$ cat config.mk
export PLATFORM = sky130hd
export DESIGN_NAME = frame_align_gearbox
export DESIGN_NICKNAME = d
export VERILOG_FILES = /design/src/rtl/fag_pkg.sv /design/src/rtl/fag_pair.sv /design/src/rtl/fag_align.sv /design/src/rtl/fag_out.sv /design/src/rtl/frame_align_gearbox.sv
export SDC_FILE = /design/constraint.sdc
export NUM_CORES = 1
export LEC_CHECK = 0
export BUFFER_PORTS_ARGS = -buffer_cell sky130_fd_sc_hd__buf_2
export CAP_MARGIN = 5
export CORE_MARGIN = 5
export CORE_UTILIZATION = 42
export DETAILED_ROUTE_END_ITERATION = 10
export MAX_ROUTING_LAYER = met4
export PLACE_DENSITY_LB_ADDON = 0.2
export SYNTH_ARGS = -nofsm -noshare
export SYNTH_HDL_FRONTEND = slang
export SYNTH_HIERARCHICAL = 1
export SYNTH_SLANG_ARGS = --single-unit
$ cat constraint.sdc
create_clock -name clk -period 2.8 [get_ports clk]
set_clock_uncertainty 0.2 [all_clocks]
set_input_delay 0.42 -clock clk [delete_from_list [all_inputs] [get_ports clk]]
set_output_delay 0.42 -clock clk [all_outputs]
set_load 0.02 [all_outputs]
$ cat src/rtl/fag_pkg.sv
package fag_pkg;
  typedef enum logic {
    ST_SEARCH = 1'b0,
    ST_LOCKED = 1'b1
  } align_st_e;
endpackage

$ cat src/rtl/fag_pair.sv
// Word pairing: phase toggles every word clock unless held.
// Phase 0 stores the upper half; phase 1 completes the pair.
module fag_pair #(
  parameter int W = 7
) (
  input  logic           clk,
  input  logic           rst_n,
  input  logic           hold,
  input  logic [W-1:0]   data_in,
  input  logic [W-1:0]   frame_in,
  output logic           pair_done,
  output logic [2*W-1:0] pair_data,
  output logic [2*W-1:0] pair_frame
);
  logic         phase_q;
  logic [W-1:0] up_data_q;
  logic [W-1:0] up_frame_q;

  always_ff @(posedge clk) begin
    if (!rst_n) begin
      phase_q    <= 1'b0;
      up_data_q  <= '0;
      up_frame_q <= '0;
    end else begin
      if (!hold) phase_q <= ~phase_q;
      if (!phase_q) begin
        up_data_q  <= data_in;
        up_frame_q <= frame_in;
      end
    end
  end

  assign pair_done  = phase_q;
  assign pair_data  = {up_data_q, data_in};
  assign pair_frame = {up_frame_q, frame_in};
endmodule

$ cat src/rtl/fag_align.sv
// Boundary search and lock supervision.
module fag_align
  import fag_pkg::*;
#(
  parameter int W          = 7,
  parameter int SETTLE     = 4,
  parameter int MISS_LIMIT = 8
) (
  input  logic           clk,
  input  logic           rst_n,
  input  logic           pair_done,
  input  logic [2*W-1:0] pair_frame,
  output logic           slip,
  output logic           hold,
  output logic           locked
);
  localparam int SET_W  = $clog2(SETTLE + 1);
  localparam int TRY_W  = $clog2(W);
  localparam int MISS_W = $clog2(MISS_LIMIT);
  localparam logic [2*W-1:0] TARGET = {{W{1'b1}}, {W{1'b0}}};

  align_st_e   st_q;
  logic [SET_W-1:0]  settle_q;
  logic [TRY_W-1:0]  try_q;
  logic [MISS_W-1:0] miss_q;
  logic              match;

  assign match  = (pair_frame == TARGET);
  assign locked = (st_q == ST_LOCKED);

  always_ff @(posedge clk) begin
    if (!rst_n) begin
      st_q     <= ST_SEARCH;
      settle_q <= '0;
      try_q    <= '0;
      miss_q   <= '0;
      slip     <= 1'b0;
      hold     <= 1'b0;
    end else begin
      slip <= 1'b0;
      hold <= 1'b0;
      if (settle_q != '0) settle_q <= settle_q - 1'b1;
      unique case (st_q)
        ST_SEARCH: begin
          if (pair_done && settle_q == '0) begin
            if (match) begin
              st_q   <= ST_LOCKED;
              miss_q <= '0;
            end else if (try_q == TRY_W'(W - 1)) begin
              hold     <= 1'b1;
              try_q    <= '0;
              settle_q <= SET_W'(SETTLE);
            end else begin
              slip     <= 1'b1;
              try_q    <= try_q + 1'b1;
              settle_q <= SET_W'(SETTLE);
            end
          end
        end
        ST_LOCKED: begin
          if (pair_done) begin
            if (match) begin
              miss_q <= '0;
            end else if (miss_q == MISS_W'(MISS_LIMIT - 1)) begin
              st_q     <= ST_SEARCH;
              miss_q   <= '0;
              try_q    <= '0;
              settle_q <= '0;
            end else begin
              miss_q <= miss_q + 1'b1;
            end
          end
        end
        default: st_q <= ST_SEARCH;
      endcase
    end
  end
endmodule

$ cat src/rtl/fag_out.sv
// Registered sample stage with optional MSB inversion.
module fag_out #(
  parameter int W = 7
) (
  input  logic           clk,
  input  logic           rst_n,
  input  logic           pair_done,
  input  logic           locked,
  input  logic           msb_flip,
  input  logic [2*W-1:0] pair_data,
  output logic [2*W-1:0] sample,
  output logic           valid
);
  localparam int SW = 2 * W;

  always_ff @(posedge clk) begin
    if (!rst_n) begin
      sample <= '0;
      valid  <= 1'b0;
    end else begin
      valid <= pair_done && locked;
      if (pair_done && locked)
        sample <= {pair_data[SW-1] ^ msb_flip, pair_data[SW-2:0]};
    end
  end
endmodule

$ cat src/rtl/frame_align_gearbox.sv
module frame_align_gearbox #(
  parameter int W          = 7,
  parameter int SETTLE     = 4,
  parameter int MISS_LIMIT = 8
) (
  input  logic           clk,
  input  logic           rst_n,
  input  logic [W-1:0]   data_word,
  input  logic [W-1:0]   frame_word,
  input  logic           offset_binary_en,
  output logic           bitslip,
  output logic           locked,
  output logic [2*W-1:0] sample,
  output logic           sample_valid
);
  localparam int SW = 2 * W;

  logic          pair_done;
  logic          hold;
  logic [SW-1:0] pair_data;
  logic [SW-1:0] pair_frame;

  fag_pair #(.W(W)) u_pair (
    .clk        (clk),
    .rst_n      (rst_n),
    .hold       (hold),
    .data_in    (data_word),
    .frame_in   (frame_word),
    .pair_done  (pair_done),
    .pair_data  (pair_data),
    .pair_frame (pair_frame)
  );

  fag_align #(.W(W), .SETTLE(SETTLE), .MISS_LIMIT(MISS_LIMIT)) u_align (
    .clk        (clk),
    .rst_n      (rst_n),
    .pair_done  (pair_done),
    .pair_frame (pair_frame),
    .slip       (bitslip),
    .hold       (hold),
    .locked     (locked)
  );

  fag_out #(.W(W)) u_out (
    .clk       (clk),
    .rst_n     (rst_n),
    .pair_done (pair_done),
    .locked    (locked),
    .msb_flip  (offset_binary_en),
    .pair_data (pair_data),
    .sample    (sample),
    .valid     (sample_valid)
  );
endmodule

==> flow_metrics.py <==
metrics = {
    "outcome": {
        "outcome": "completed",
    },
    "timing": {
        "final.min_clock_period_ps": 2100,
        "finalSetupViolations": 0,
        "fin_crit_sh": 0.751,
        "rsz0062_at_grt": "false",
        "tightest_slew_ps": 675,
        "maxSlewViolCount": 0,
        "fin_setup_tns_ps": 0,
        "fmax_mhz": 475,
        "relSlewSlack": 0.550,
        "hold_viol_final": 0,
    },
    "drt": {
        "wl_per_cell_um": 12.9,
        "num_vias": 1394,
        "drt.antenna.violating_nets": 0,
        "drc": 0,
        "initialDrtViolationCount": 69,
        "drt-total-wl_mm": 3.65,
        "drt-pass1-iter-count": 4,
        "vias_per_cell": 4.91,
    },
    "clocking": {
        "clockBufferDepth": 2,
        "insertion_delay_ps": 290,
        "numCtsBuffers": 5,
        "cts_setup_buffers": 0,
        "cts_root_buf": "clkbuf_8",
        "cts_repair_resize_count": 0,
        "hold_buffers": 0,
        "cts_tree": "built",
        "path_clk_slew_ps": 70,
        "htreeDepth": 2,
        "clock_sinks": 42,
    },
    "critical_path": {
        "path_cells": "buf_2, or4_4, or4_4, a22o_1, a22o_1",
        "endpoint_kind": "register",
        "start_kind": "primary input",
        "crit_buf_inv": 1,
        "crit_fanout": 4,
        "critPathTopFamily": "simple AND/OR/NAND/NOR gates",
        "critPathKind": "in2reg",
        "crit_required_ps": 2780,
        "cpMaxStageDelayCell": "or4_4",
        "slowest_delay_ps": 550,
        "worst_ep_arrival_time_ps": 2080,
    },
    "logic_synthesis": {
        "synth_area_leaders": "dfxtp_1 (40%), mux2i_1 (7.7%), buf_4 (6.1%), a21bo_2 (4.8%), nand3_2 (4.8%)",
        "synth_edf_count": 0,
        "yosysTopAreaCellShare": 0.404,
        "syn-cell-area_sq_um": 2080,
        "synthMuxAreaShare": 0.0770,
        "synthCells": 199,
        "synth_ff_type": "dfxtp_1",
        "synth_compound_area_frac": 0.174,
        "yosys-top-cells-count": "dfxtp_1 (42), buf_4 (17), mux2i_1 (16)",
        "yosysWarningCount": 6,
        "synthesis.nets": 220,
        "synth_top_family_by_area": "simple AND/OR/NAND/NOR gates",
        "async_flop_share": 0,
        "synth_top_area_cell": "dfxtp_1",
        "synthSimpleGateAreaFrac": 0.198,
        "synth_most_common_cell": "dfxtp_1",
        "syn_avg_cell_area_sq_um": 10.5,
        "synthAdderAreaFrac": 0.0241,
        "synth_seq_cells": 42,
        "ys_seq_area_frac": 0.404,
        "ys_types": 42,
        "synth-xor-area-share": 0.0126,
    },
    "global_routing": {
        "use_met1": 0.163,
        "grt_util_met2": 0.191,
        "grt_max_degree": 38,
        "grtUsageMet3": 0.0325,
        "grt_pass1_vias": 1331,
        "grt_usage": 0.126,
        "antenna_found_initial": 0,
        "grt_pass1_wl_mm": 6.21,
        "overflow": 0,
        "grt_most_used_layer": "met2",
    },
    "floorplanning": {
        "ios": 34,
        "rows": 25,
        "die_w_um": 80.4,
        "coreArea_sq_um": 4750,
        "die_y_um": 80.4,
        "dieArea_sq_um": 6460,
        "start_util": 0.438,
    },
    "layout": {
        "fillers": 470,
        "multiInputGateArea_sq_um": 1010,
        "regArea_sq_um": 842,
        "final_nets": 238,
        "area_growth_pct": 6.55,
        "drive_gt1_frac": 0.369,
        "diodes": 0,
    },
    "pwr": {
        "p_leak_nw": 0.892,
        "vdd_drop_max_uv": 362,
        "p_per_area_nw_per_um2": 585,
        "fin_total_pwr_mw": 1.30,
    },
    "place": {
        "port_buffers": 33,
        "hpwl_mm": 2.52,
        "gp_congestion": 0.751,
    },
    "hold_path": {
        "hp-class": "in2reg",
    },
    "flow_run": {
        "drv_cap": 0,
    },
}
[placed cells by master, fill, tap and decap left out, types with 2 or more instances in the layout]
| master | Yosys | routed |
|---|---|---|
| buf_2 | 1 | 33 |
| and2_1 | 2 | 2 |
| inv_1 | 3 | 3 |
| clkbuf_8 | 0 | 5 |
| mux2i_1 | 16 | 16 |
| a21oi_1 | 6 | 6 |
| clkbuf_1 | 2 | 2 |
| nand2_1 | 7 | 7 |
| xnor2_1 | 3 | 3 |
| nor2b_1 | 15 | 15 |
| a21bo_1 | 3 | 3 |
| a21bo_2 | 10 | 10 |
| nand3_1 | 5 | 5 |
| and3_1 | 3 | 3 |
| nand4_1 | 3 | 3 |
| nand3_2 | 10 | 10 |
| dfxtp_1 | 42 | 41 |
| ha_1 | 4 | 4 |
| o21ai_0 | 2 | 2 |
| nor2_1 | 7 | 7 |
| or4_4 | 2 | 2 |
| a22o_1 | 4 | 4 |
| a21oi_2 | 11 | 11 |
| buf_4 | 17 | 3 |
[metrics by stage]
stage / utilization / instances / area [sq um] / hold WS (ps) / worst slack, ps
floorplan: - / 199 / 2080 / 238 / 445
global placement: 0.450 / 277 / 2140 / 245 / 404
detailed placement: 0.450 / 277 / 2140 / 252 / 393
CTS: 0.466 / 284 / 2220 / 172 / 705
global route: 0.466 / 284 / 2220 / 177 / 639
finish: 0.466 / 284 / 2220 / 181 / 696
[layout make-up]
type	instances	share of cell area
multi-input cells	128	0.457
inverters	4	0.00677
clock buffers	7	0.0344
well taps	67	0.0378
flip-flops and latches	42	0.380
repair buffers	36	0.0846
[state kept, by name (all words and copies together), names as in the netlist]
signal	flops
u_pair/pair_done	1
u_out/sample	14
u_align/miss_q	3
u_align/hold	1
u_align/try_q	3
u_align/locked	1
u_pair/up_data_q	7
u_align/settle_q	3
u_out/valid	1
u_align/slip	1
u_pair/up_frame_q	7
[routing by layer]
metal  up-vias  wire length (um)
met2        31              1600
li1        714                 -
met4         0                50
met5         -                 0
met3         7               175
met1       642              1830
[final timing paths]
| kind | from | to | slack (ps) | cells after the start |
|---|---|---|---|---|
| max reg2reg | u_align/settle_q[0] | u_align/try_q[1] | 810 | 6 |
| max | frame_word[3] | u_align/miss_q[0] | 700 | 5 |
| min reg2reg | u_pair/up_data_q[3] | u_out/sample[10] | 260 | 2 |
| min | data_word[6] | u_out/sample[6] | 180 | 3 |
[power by group]
part	total, mW	internal (mW)	switching, mW
sequential	0.678	0.642	0.0359
clock	0.362	0.172	0.191
combinational	0.256	0.118	0.138
[cells by family (layout without fill, tap and decap cells)]
logic type / count (synthesis) / count (layout)
AOI/OAI and AO/OA: 42 / 42
xor gates and xnor gates: 3 / 3
adders and majority gates: 4 / 4
muxes: 16 / 16
DFF: 42 / 42
and+or+nand+nor: 63 / 63
buffers and inverters: 29 / 47
[worst min-delay path, delay by kind of cell]
kind	cells	cell delay [ps]
AOI/OAI and AO/OA	1	40
buffers and inverters	1	110
and+or+nand+nor	1	60
Power figures use the tool's default switching activity.
